[config.mk]
export PLATFORM = sky130hd
export DESIGN_NAME = latched_status_reg
export DESIGN_NICKNAME = d
export VERILOG_FILES = /design/src/rtl/latched_status_reg.sv
export SDC_FILE = /design/constraint.sdc
export NUM_CORES = 1
export LEC_CHECK = 0
export BUFFER_PORTS_ARGS = -buffer_cell sky130_fd_sc_hd__buf_2
export CORE_ASPECT_RATIO = 2
export CORE_UTILIZATION = 49
export CTS_CLUSTER_DIAMETER = 40
export DETAILED_ROUTE_END_ITERATION = 8
export PLACE_DENSITY = 0.94
export SLEW_MARGIN = 20
export SYNTH_ARGS = -nofsm -noshare
export SYNTH_HDL_FRONTEND = slang
export SYNTH_SLANG_ARGS = --single-unit
[constraint.sdc]
create_clock -name clk -period 1.8 [get_ports clk]
set_clock_uncertainty 0.1 [all_clocks]
set_input_delay 0.36 -clock clk [delete_from_list [all_inputs] [get_ports clk]]
set_output_delay 0.36 -clock clk [all_outputs]
set_load 0.05 [all_outputs]
[src/rtl/latched_status_reg.sv]
module latched_status_reg #(
  parameter int NBYTES = 2
) (
  input  logic                clk,
  input  logic                rst_n,
  input  logic [NBYTES*8-1:0] evt_in,
  input  logic [NBYTES*8-1:0] chg_mode,
  input  logic                bus8,
  input  logic                clr_wr,
  input  logic                rd_en,
  input  logic                rd_rt,
  input  logic                wr_en,
  input  logic [NBYTES-1:0]   byte_en,
  input  logic [NBYTES*8-1:0] wr_data,
  input  logic [NBYTES*8-1:0] irq_en,
  output logic [NBYTES*8-1:0] rd_data,
  output logic                irq
);
  localparam int W = NBYTES * 8;

  logic [W-1:0] evt_q, lat, lane_m, rd_m, set_v, clr_v;

  for (genvar b = 0; b < NBYTES; b++) begin : g_lane
    assign lane_m[b*8 +: 8] = {8{byte_en[b]}};
  end

  assign rd_m  = bus8 ? lane_m : '1;
  assign set_v = (evt_in & ~evt_q) | (chg_mode & ~evt_in & evt_q);
  assign clr_v = ((rd_en && !rd_rt && !clr_wr) ? rd_m : '0)
               | ((wr_en && clr_wr) ? (wr_data & lane_m) : '0);

  always_ff @(posedge clk) begin
    if (!rst_n) begin
      evt_q   <= '0;
      lat     <= '0;
      rd_data <= '0;
      irq     <= 1'b0;
    end else begin
      evt_q   <= evt_in;
      lat     <= (lat & ~clr_v) | set_v;
      rd_data <= rd_en ? ((rd_rt ? evt_in : lat) & rd_m) : '0;
      irq     <= |(lat & irq_en);
    end
  end

  a_r3_no_set_without_edge: assert property (@(posedge clk) disable iff (!rst_n)
    1 |=> ((lat & ~$past(lat) & ~($past(evt_in) ^ $past(evt_q))) == '0));

  a_r8_set_wins: assert property (@(posedge clk) disable iff (!rst_n)
    1 |=> (($past(set_v) & ~lat) == '0));

  a_r2_hold_unless_cleared: assert property (@(posedge clk) disable iff (!rst_n)
    1 |=> (($past(lat) & ~lat & ~$past(clr_v)) == '0));

  a_r1_rt_read_no_clear: assert property (@(posedge clk) disable iff (!rst_n)
    (rd_en && rd_rt && !wr_en) |=> (($past(lat) & ~lat) == '0));

  a_r5_cor16_clears_all: assert property (@(posedge clk) disable iff (!rst_n)
    (rd_en && !rd_rt && !clr_wr && !bus8) |=> ((lat & ~$past(set_v)) == '0));

  a_r9_irq_needs_enabled_bit: assert property (@(posedge clk) disable iff (!rst_n)
    $rose(irq) |-> ($past(lat & irq_en) != '0));
endmodule

# Yosys cells after proc, flatten, opt, wreduce, memory -nomap -nowiden
# Cells that the tools add are included.
# Widths: inputs -> output; s select.
# word_totals
register_bits	49
word_cells	28
# classes
muxes	4
bitwise_logic	13
reduce_logical	7
# ops
op	count
$and 16x16->16	7
$mux 16	4
$not 16->16	3
$or 16x16->16	3
$reduce_or 16->1	1
$logic_and 1x1->1	3
$logic_not 1->1	2
$reduce_and 2->1	1

# Longest topological paths before layout
# Gate-level depths: netlist of run 1.
# logic_depth
word_depth	8
depth_mapped	4
mapped_depth_nobuf	4

# Least setup slack after synthesis of run 1
# Ideal clock, no wire load.
# synth_timing
path_type	input to register
start	in rd_rt
end	reg lat[2]
slack_ns	0.510
arrival_time_ns	1.073
t_required_ns	1.583
setup_time_ns	0.117
stages	4
cell_sequence	buf_6 -> nor3b_4 -> a21boi_2 -> a32o_1
# synth_via
elab_chain_len	8
# synth_lines
item	line	source
from (decl)	11	input logic rd_rt,
$logic_not 1->1	29	assign clr_v = ((rd_en && !rd_rt && !clr_wr) ? rd_m : '0)
$logic_and 1x1->1 (2 in a row)	29	
$mux 16	29	
$or 16x16->16	30	| ((wr_en && clr_wr) ? (wr_data & lane_m) : '0);
$not 16->16	40	lat <= (lat & ~clr_v) | set_v;
$and 16x16->16	40	
$or 16x16->16	40	
to (signal assigned)	40	
to (decl)	21	logic [W-1:0] evt_q, lat, lane_m, rd_m, set_v, clr_v;
# No other way between the ends.
# A chain may end at the register's enable or synchronous reset.

# Worst setup path after layout of run 1
# layout_timing
start	reg rd_data[8]
end	out rd_data[8]
# layout_rtl
item	line	source
from (decl)	16	output logic [NBYTES*8-1:0] rd_data,
from (signal assigned)	41	rd_data <= rd_en ? ((rd_rt ? evt_in : lat) & rd_m) : '0;
# No word-level cell between the ends.

==> metrics.cfg, run 1 <==
[run_status]
status = finished clean

[sta]
fin_crit_sh_pct = 75.6
grt_setup_unrepaired = false
tns_ns = 0
finalMaxSlewViolations = 0
whs_ns = 0.202
worst_slack_ns = 0.439
tightestPinTransition_ns = 0.408
relSlewSlack_pct = 72.7
finalHoldViolCount = 0
fmax_mhz = 735
finalCriticalPeriod_ns = 1.36
setup_violations = 0

[cts]
clkLatencyLatePin_ns = 0.30
ctsHtreeMaxLevel = 2
clk_transition_reported_paths_ns = 0.09
cts_setup_buffers = 0
cts_inserted_buffers = 5
cts_hold_buf = 0
clk_path_buf_depth = 2
ctsRootBufferMaster = clkbuf_8
cts_sinks = 49
cts_tree = built
cts-resized-gates = 0

[cells_and_area]
nNetsFinal = 354
final_area_mm2 = 0.00251
drive_gt1_share_pct = 36.2
final_common_cell = buf_2
area_delta_synth_final_pct = 29.3
antennaDiodeCount = 0
layout_common_cells = buf_2, dfxtp_1, nand2_1, mux2i_1
final_cells = 333
post-route-util_pct = 65.4

[yosys]
synth_area_mm2 = 0.00195
yosys.area.top_type = dfxtp_1
synth-seq-cells = 49
yosysTopAreaCellShare_pct = 50.4
yosys_warnings = 0
synth_nets = 263
syn_avg_cell_area_um2 = 10.2
seq_area_frac_synth_pct = 50.4
synthCells = 190
synth.area.top_cells = dfxtp_1, mux2i_1, a32o_1, nand2_1, and2_1
synth.distinct_cells = 22

[drt]
dr.pass1.iters = 6
drc = 0
routed.top_layer = met4
final_antenna_net_count = 0
drtIter0Drc = 34
vias_per_cell = 5.35
via_count = 1781
wl_met3_um = 247
wire_per_inst_um = 14.7
met2_length_um = 2830
wl_um = 4910
drt-met1-wl_um = 1640

[die]
core_area_mm2 = 0.00384
io_pins = 90
die_area_mm2 = 0.00424
die_w_um = 46.6
row_count = 32
die_h_um = 91.1
initial_utilization_pct = 50.6

[power_and_ir_drop]
leakagePower_nw = 1.22
ir_worst_vdd_v = 0.000745
power_mw = 2.21
powerDensity_mw_per_mm2 = 877

[critical_path]
cpMaxStageDelayCell = dfxtp_1
critPathArrivalTime_ns = 0.90
crit_family = flip-flops
crit_type = reg -> out
critPathMaxFanout = 1
cp_num_buf_inv = 1
path_cells = buf_2
worstSetupEndpointType = primary output
cpPeakStageDelay_ns = 0.34
startpoint_type = flip-flop
cp.required_ns = 1.34

[job]
drv_cap = 0

[place]
hpwl_um = 3910
place_area_mm2 = 0.00243
io_buffer_count = 89
dp_slack_ns = 0.298
finalWeightedCongestion = 0.856
dp_cells = 325

[global_routing]
grt_antenna_before_repair = 0
grt_pass1_vias = 1836
gr-total-overflow = 0
grt_usage_pct = 26.8
grt_max_degree = 17
grt_first_pass_wirelength_um = 8090

[hold_path]
hp-class = in -> reg

-- registers in the layout (all words and copies together), names as in the netlist --
register,count
lat,16
irq,1
rd_data,16
evt_q,16
-- power by group --
group / internal, mW / total (mW) / switching (mW)
Clock: 0.270 / 0.621 / 0.351
Sequential: 1.16 / 1.21 / 0.0475
Combinational: 0.175 / 0.378 / 0.203
Total: 1.61 / 2.21 / 0.601
-- kinds of logic after synthesis --
family	count (synthesis)	synth area share, %
flip-flops	49	50.4
AND/OR/NAND/NOR	73	17.7
AO/OA/AOI/OAI	28	13.4
multiplexers	31	15.9
buffers and inverters	9	2.51
-- metal layers --
metal,vias to the layer above,GRT usage [%]
met1,827,25.5
met2,77,47.1
li1,860,-
met5,-,0
met3,17,6.76
met4,0,15.0
-- cells in the mapped netlist (all sizes together) --
cell and number:
a221oi 2, nand3 5, a22oi 4, mux2i 31, a32o 16, and2 16
dfxtp 49, buf 3, clkbuf 5, a22o 2, nor2 16, nor3b 1
a21boi 2, nand2 31, inv 1, nand2b 2, o21ai 1, and3 2
o21a 1
-- layout make-up --
type                            count  area, um^2
Clock buffer                        6        72.6
Clock inverter                      2        10.0
Fill cell                         347        1330
Inverter                            1        3.75
Multi-Input combinational cell    132         916
Sequential cell                    49         981
Tap cell                           51        63.8
Timing Repair Buffer               92         468
-- worst register-to-register path, stage by stage (launching register included) --
cell and delay (ns):
dfxtp_1 0.33, a22o_1 0.20, a221oi_1 0.31, nand3_1 0.11
o21a_1 0.19
-- final timing paths --
kind              startpoint     endpoint  slack [ns]  cells after the start
hold reg to reg      lat[10]  rd_data[10]        0.43                      2
hold / removal    evt_in[14]    evt_q[14]        0.20                      2
setup reg to reg      lat[6]          irq        0.46                      4
setup / recovery  rd_data[8]   rd_data[8]        0.44                      1
No activity file was read; power rests on OpenSTA's default activity.
==> run 2, diff against run 1 <==
Settings changed: CORE_UTILIZATION 49 to 46, PLACE_DENSITY 0.94 to 0.9.
Clock period 1.8 ns to 1.35 ns, I/O delays scaled along.
==> run 2 against run 1 <==
Flip-flop and latch count is the same. Die area up 6.3%. Combinational power grew 39%. First-iteration DRC count down 24%. Design area up 3.0%. Sequential share of layout area fell by 1.1 points. Critical path depth rose by 3. Clock-buffer cell count decreased by 1. Worst setup slack worse by 0.39 ns. Critical path type is now reg -> reg. Largest cell class unchanged. Highest routed layer unchanged.
==> metrics.cfg, run 2 (synthesis results as in run 1) <==
[cells_and_area]
drive_gt1_share_pct = 37.5
nNetsFinal = 357
largestRegisters = evt_q: 16 flops, lat: 16 flops, rd_data: 16 flops
antennaDiodeCount = 0
final_common_cell = buf_2
fillers = 359
layout_common_cells = buf_2, dfxtp_1, nand2_1, mux2i_1
final_cells = 337
post-route-util_pct = 63.4
area_delta_synth_final_pct = 33.1

[critical_path]
cpPeakStageDelay_ns = 0.33
critPathArrivalTime_ns = 1.40
critPathMaxFanout = 2
cpMaxStageDelayCell = dfxtp_1
cp.required_ns = 1.46
rr_worst_depth = 4
path_cells = a22o_1 -> a221oi_1 -> nand3_1 -> o21a_1
rrSetupSlack_ns = 0.05
timing.rr.start = lat[1]
timing.rr.end = irq
worstSetupEndpointType = flip-flop
startpoint_type = flip-flop
crit_type = reg -> reg

[drt]
wl_um = 5000
vias_per_cell = 5.23
dr.pass1.iters = 4
drc = 0
via_count = 1761
wire_per_inst_um = 14.8
drtIter0Drc = 26
final_antenna_net_count = 0

[global_routing]
grt_pass1_vias = 1766
grt_usage_pct = 24.5
gr-total-overflow = 0
grt_max_degree = 21
grt_antenna_before_repair = 0
grt_first_pass_wirelength_um = 7850

[die]
core_area_mm2 = 0.00409
row_count = 33
initial_utilization_pct = 47.6
die_area_mm2 = 0.00451
io_pins = 90
die_w_um = 48.0
die_h_um = 94.0

[place]
dp_cells = 329
hpwl_um = 3920
finalWeightedCongestion = 0.788
io_buffer_count = 89

[cts]
clk_path_buf_depth = 2
clkLatencyLatePin_ns = 0.30
cts_inserted_buffers = 5
cts_setup_buffers = 0
cts_sinks = 49
cts_tree = built
clk_transition_reported_paths_ns = 0.10
ctsHtreeMaxLevel = 2
ctsRootBufferMaster = clkbuf_8

[sta]
setup_violations = 0
finalHoldViolCount = 0
grt_setup_unrepaired = false
finalCriticalPeriod_ns = 1.30
fmax_mhz = 771
tightestPinTransition_ns = 0.399
fin_crit_sh_pct = 96.1
finalMaxSlewViolations = 0
relSlewSlack_pct = 73.3

[hold_path]
hp-class = in -> reg
whs_path_depth = 2
hold_end = evt_q[5]
min_from = evt_in[5]

[power_and_ir_drop]
powerDensity_mw_per_mm2 = 1230
leakagePower_nw = 1.25
ir_worst_vdd_v = 0.00119

[job]
drv_cap = 0

[run_status]
status = finished clean

## run 2: worst max-delay path: cells and delay by family, from the launching register on
family             cells  cell delay (ns)
and+or+nand+nor        1             0.11
DFF                    1             0.33
AOI/OAI and AO/OA      3             0.67
## run 2: how the worst max path moves through the flow
stage	end	cells after the start	start	slack, ns
6_report	irq	4	lat[1]	0.05
5_1_grt	irq	4	lat[6]	0.001
4_1_cts	irq	4	lat[6]	0.05
3_5_place_dp	irq	5	irq_en[6]	-0.11
3_3_place_gp	irq	5	irq_en[6]	-0.08
2_1_floorplan	lat[2]	4	rd_rt	0.15
## run 2: per-layer routing
| metal | track usage, % | routed length, um | up-vias |
|---|---|---|---|
| met5 | 0 | 0 | - |
| met4 | 10.6 | 148 | 0 |
| met3 | 3.85 | 168 | 15 |
| met2 | 45.4 | 2870 | 58 |
| met1 | 24.4 | 1810 | 823 |
| li1 | - | - | 865 |
## run 2: area by class of cell
| class | instances | area (um^2) | area share (%) |
|---|---|---|---|
| clock inverters | 3 | 46.3 | 1.79 |
| well taps | 52 | 65.1 | 2.51 |
| flip-flops and latches | 49 | 981 | 37.9 |
| multi-input cells | 132 | 922 | 35.6 |
| repair buffers | 95 | 503 | 19.4 |
| clock buffers | 5 | 68.8 | 2.66 |
| inverters | 1 | 3.75 | 0.145 |
## run 2: through the flow
stage	setup slack (ns)	hold slack [ns]	total power [mW]	area, um^2	setup TNS, ns
floorplan	0.150	0.292	1.94	1950	0
global placement	-0.0798	0.397	2.15	2470	-0.0798
detailed placement	-0.107	0.421	2.17	2470	-0.112
CTS	0.0541	0.106	3.20	2590	0
global route	0.00118	0.108	3.31	2590	0
finish	0.0529	0.111	3.19	2590	0
## run 2: where the power goes
| group | switching [mW] | leakage (nW) | total (mW) | internal [mW] |
|---|---|---|---|---|
| clock network | 0.493 | 0.0543 | 1.05 | 0.555 |
| registers | 0.0646 | 0.406 | 1.61 | 1.55 |
| logic | 0.278 | 0.787 | 0.526 | 0.248 |
## run 2: repair_timing
action	in CTS	in global routing
gates resized for setup	1	0
endpoints found under the setup margin	1	0
hold buffers	0	0
==> run 3, diff against run 2 <==
Settings changed: CORE_UTILIZATION 46 to 45, PLACE_DENSITY 0.9 to 0.88.
==> run 3 against run 2 <==
Clock-buffer cell count unchanged. Sequential power about the same. Die area up 2.2%. Hold slack worse by 0.0063 ns. Largest cell class unchanged. Global-route usage down 2.5 points. Wire length down 2.8%. Clock power down 16%. Critical path type unchanged. Utilization down 1.1 points. Fmax up 0.11%. Highest routed layer unchanged.
==> metrics.cfg, run 3 (synthesis results as in run 1) <==
[run_status]
status = finished clean

[drt]
wire_per_inst_um = 14.4
drc = 0
via_count = 1742
wl_um = 4860
dr.pass1.iters = 4
final_antenna_net_count = 0
vias_per_cell = 5.17
drtIter0Drc = 27

[hold_path]
hold_end = evt_q[4]
min_from = evt_in[4]
hp-class = in -> reg
whs_path_depth = 2

[critical_path]
cp-startpoint = lat[6]
critPathMaxFanout = 3
worstSetupEndpointType = flip-flop
critPathArrivalTime_ns = 1.40
rrSetupSlack_ns = 0.05
rr_worst_depth = 4
crit_type = reg -> reg
timing.rr.end = irq
timing.rr.start = lat[6]
cp.required_ns = 1.46
startpoint_type = flip-flop

[place]
hpwl_um = 3860
finalWeightedCongestion = 0.805
place_area_mm2 = 0.00246
io_buffer_count = 89
dp_slack_ns = -0.0857

[cts]
cts_hold_buf = 0
clkLatencyLatePin_ns = 0.31
cts_inserted_buffers = 5
clk_transition_reported_paths_ns = 0.10
cts_sinks = 49
ctsHtreeMaxLevel = 2
clk_path_buf_depth = 2
ctsRootBufferMaster = clkbuf_8
cts_tree = built

[sta]
relSlewSlack_pct = 71.1
finalMaxSlewViolations = 0
worst_slack_ns = 0.0542
fin_crit_sh_pct = 96.0
tightestPinTransition_ns = 0.431
tns_ns = 0
fmax_mhz = 772
setup_violations = 0
finalCriticalPeriod_ns = 1.30
whs_ns = 0.104
grt_setup_unrepaired = false
finalHoldViolCount = 0

[global_routing]
grt_antenna_before_repair = 0
gr-total-overflow = 0
grt_first_pass_wirelength_um = 7530
grt_pass1_vias = 1727
grt_max_degree = 18
grt_usage_pct = 22.0

[power_and_ir_drop]
leakagePower_nw = 1.24
p_sw_uw = 841
p_sw_share_pct = 27.9
pwr-share-clk_pct = 29.3
ir_worst_vdd_v = 0.000882
pwr-share-seq_pct = 53.5
p_comb_share_pct = 17.2
powerDensity_mw_per_mm2 = 1170
internal-power_mw = 2.17

[die]
die_area_mm2 = 0.00461
row_count = 33
core_area_mm2 = 0.00413
die_w_um = 48.5
io_pins = 90
initial_utilization_pct = 47.1
die_h_um = 95.0

[cells_and_area]
largestRegisters = evt_q: 16 flops, lat: 16 flops, rd_data: 16 flops
nNetsFinal = 357
final_area_mm2 = 0.00257
drive_gt1_share_pct = 37.9
antennaDiodeCount = 0
area_delta_synth_final_pct = 32.1
final_common_cell = buf_2
layout_common_cells = buf_2, dfxtp_1, nand2_1, mux2i_1

[job]
drv_cap = 0

## run 3: cell count changes in the layout (fill, tap and decap cells not counted)
cell,delta
bufinv_16,-1
dfxtp_1,-1
inv_6,+1
dfxtp_2,+1
## run 3: per-layer routing
metal | part of all wire [%] | GRT usage [%]
met1 | 36 | 20.8
met2 | 56 | 42.7
met3 | 4.4 | 4.67
met4 | 2.9 | 13.0
met5 | 0 | 0
## run 3: cell type report
class / instances / area [um^2]
timing repair buffer: 95 / 503
clock inverter: 3 / 25.0
sequential: 49 / 982
tap: 52 / 65.1
multi-input combinational: 132 / 922
clock buffer: 5 / 68.8
inverter: 1 / 3.75
fill: 378 / 1560
## run 3: worst max-delay path by stage
stage	end	slack [ns]	cells past startpoint
after CTS	irq	0.05	4
after global placement	irq	-0.03	5
after floorplan	lat[2]	0.15	4
after detailed placement	irq	-0.09	5
final	irq	0.05	4
after global routing	irq	0.004	4
## run 3: power by group through the flow
stage | clock network, mW | registers, mW | logic (mW)
after CTS | 0.909 | 1.61 | 0.515
after global placement | 0 | 1.64 | 0.497
after detailed placement | 0 | 1.64 | 0.510
after global routing | 0.970 | 1.62 | 0.559
after floorplan | 0 | 1.71 | 0.232
final | 0.880 | 1.61 | 0.518
## run 3: repair_timing
| item | CTS | global route |
|---|---|---|
| pin swaps | 0 | 1 |
| buffers inserted | 0 | 1 |
| gates resized for setup | 1 | 1 |
| endpoints found under the setup margin | 1 | 1 |
| cloned | 0 | 0 |
| hold endpoints to repair | 0 | 0 |
## run 3: stage by stage
step | total power [mW] | util (%) | instances
6_report | 3.01 | 62.2 | 337
5_1_grt | 3.15 | 62.2 | 337
4_1_cts | 3.03 | 62.0 | 336
3_5_place_dp | 2.15 | 59.6 | 328
3_3_place_gp | 2.13 | 59.6 | 328
2_1_floorplan | 1.94 | - | 190
## run 3: critical path, stage by stage (launching register included)
cell      delay [ns]
dfxtp_2         0.34
a22o_1          0.23
a221oi_2        0.24
nand3_1         0.11
o21a_1          0.19
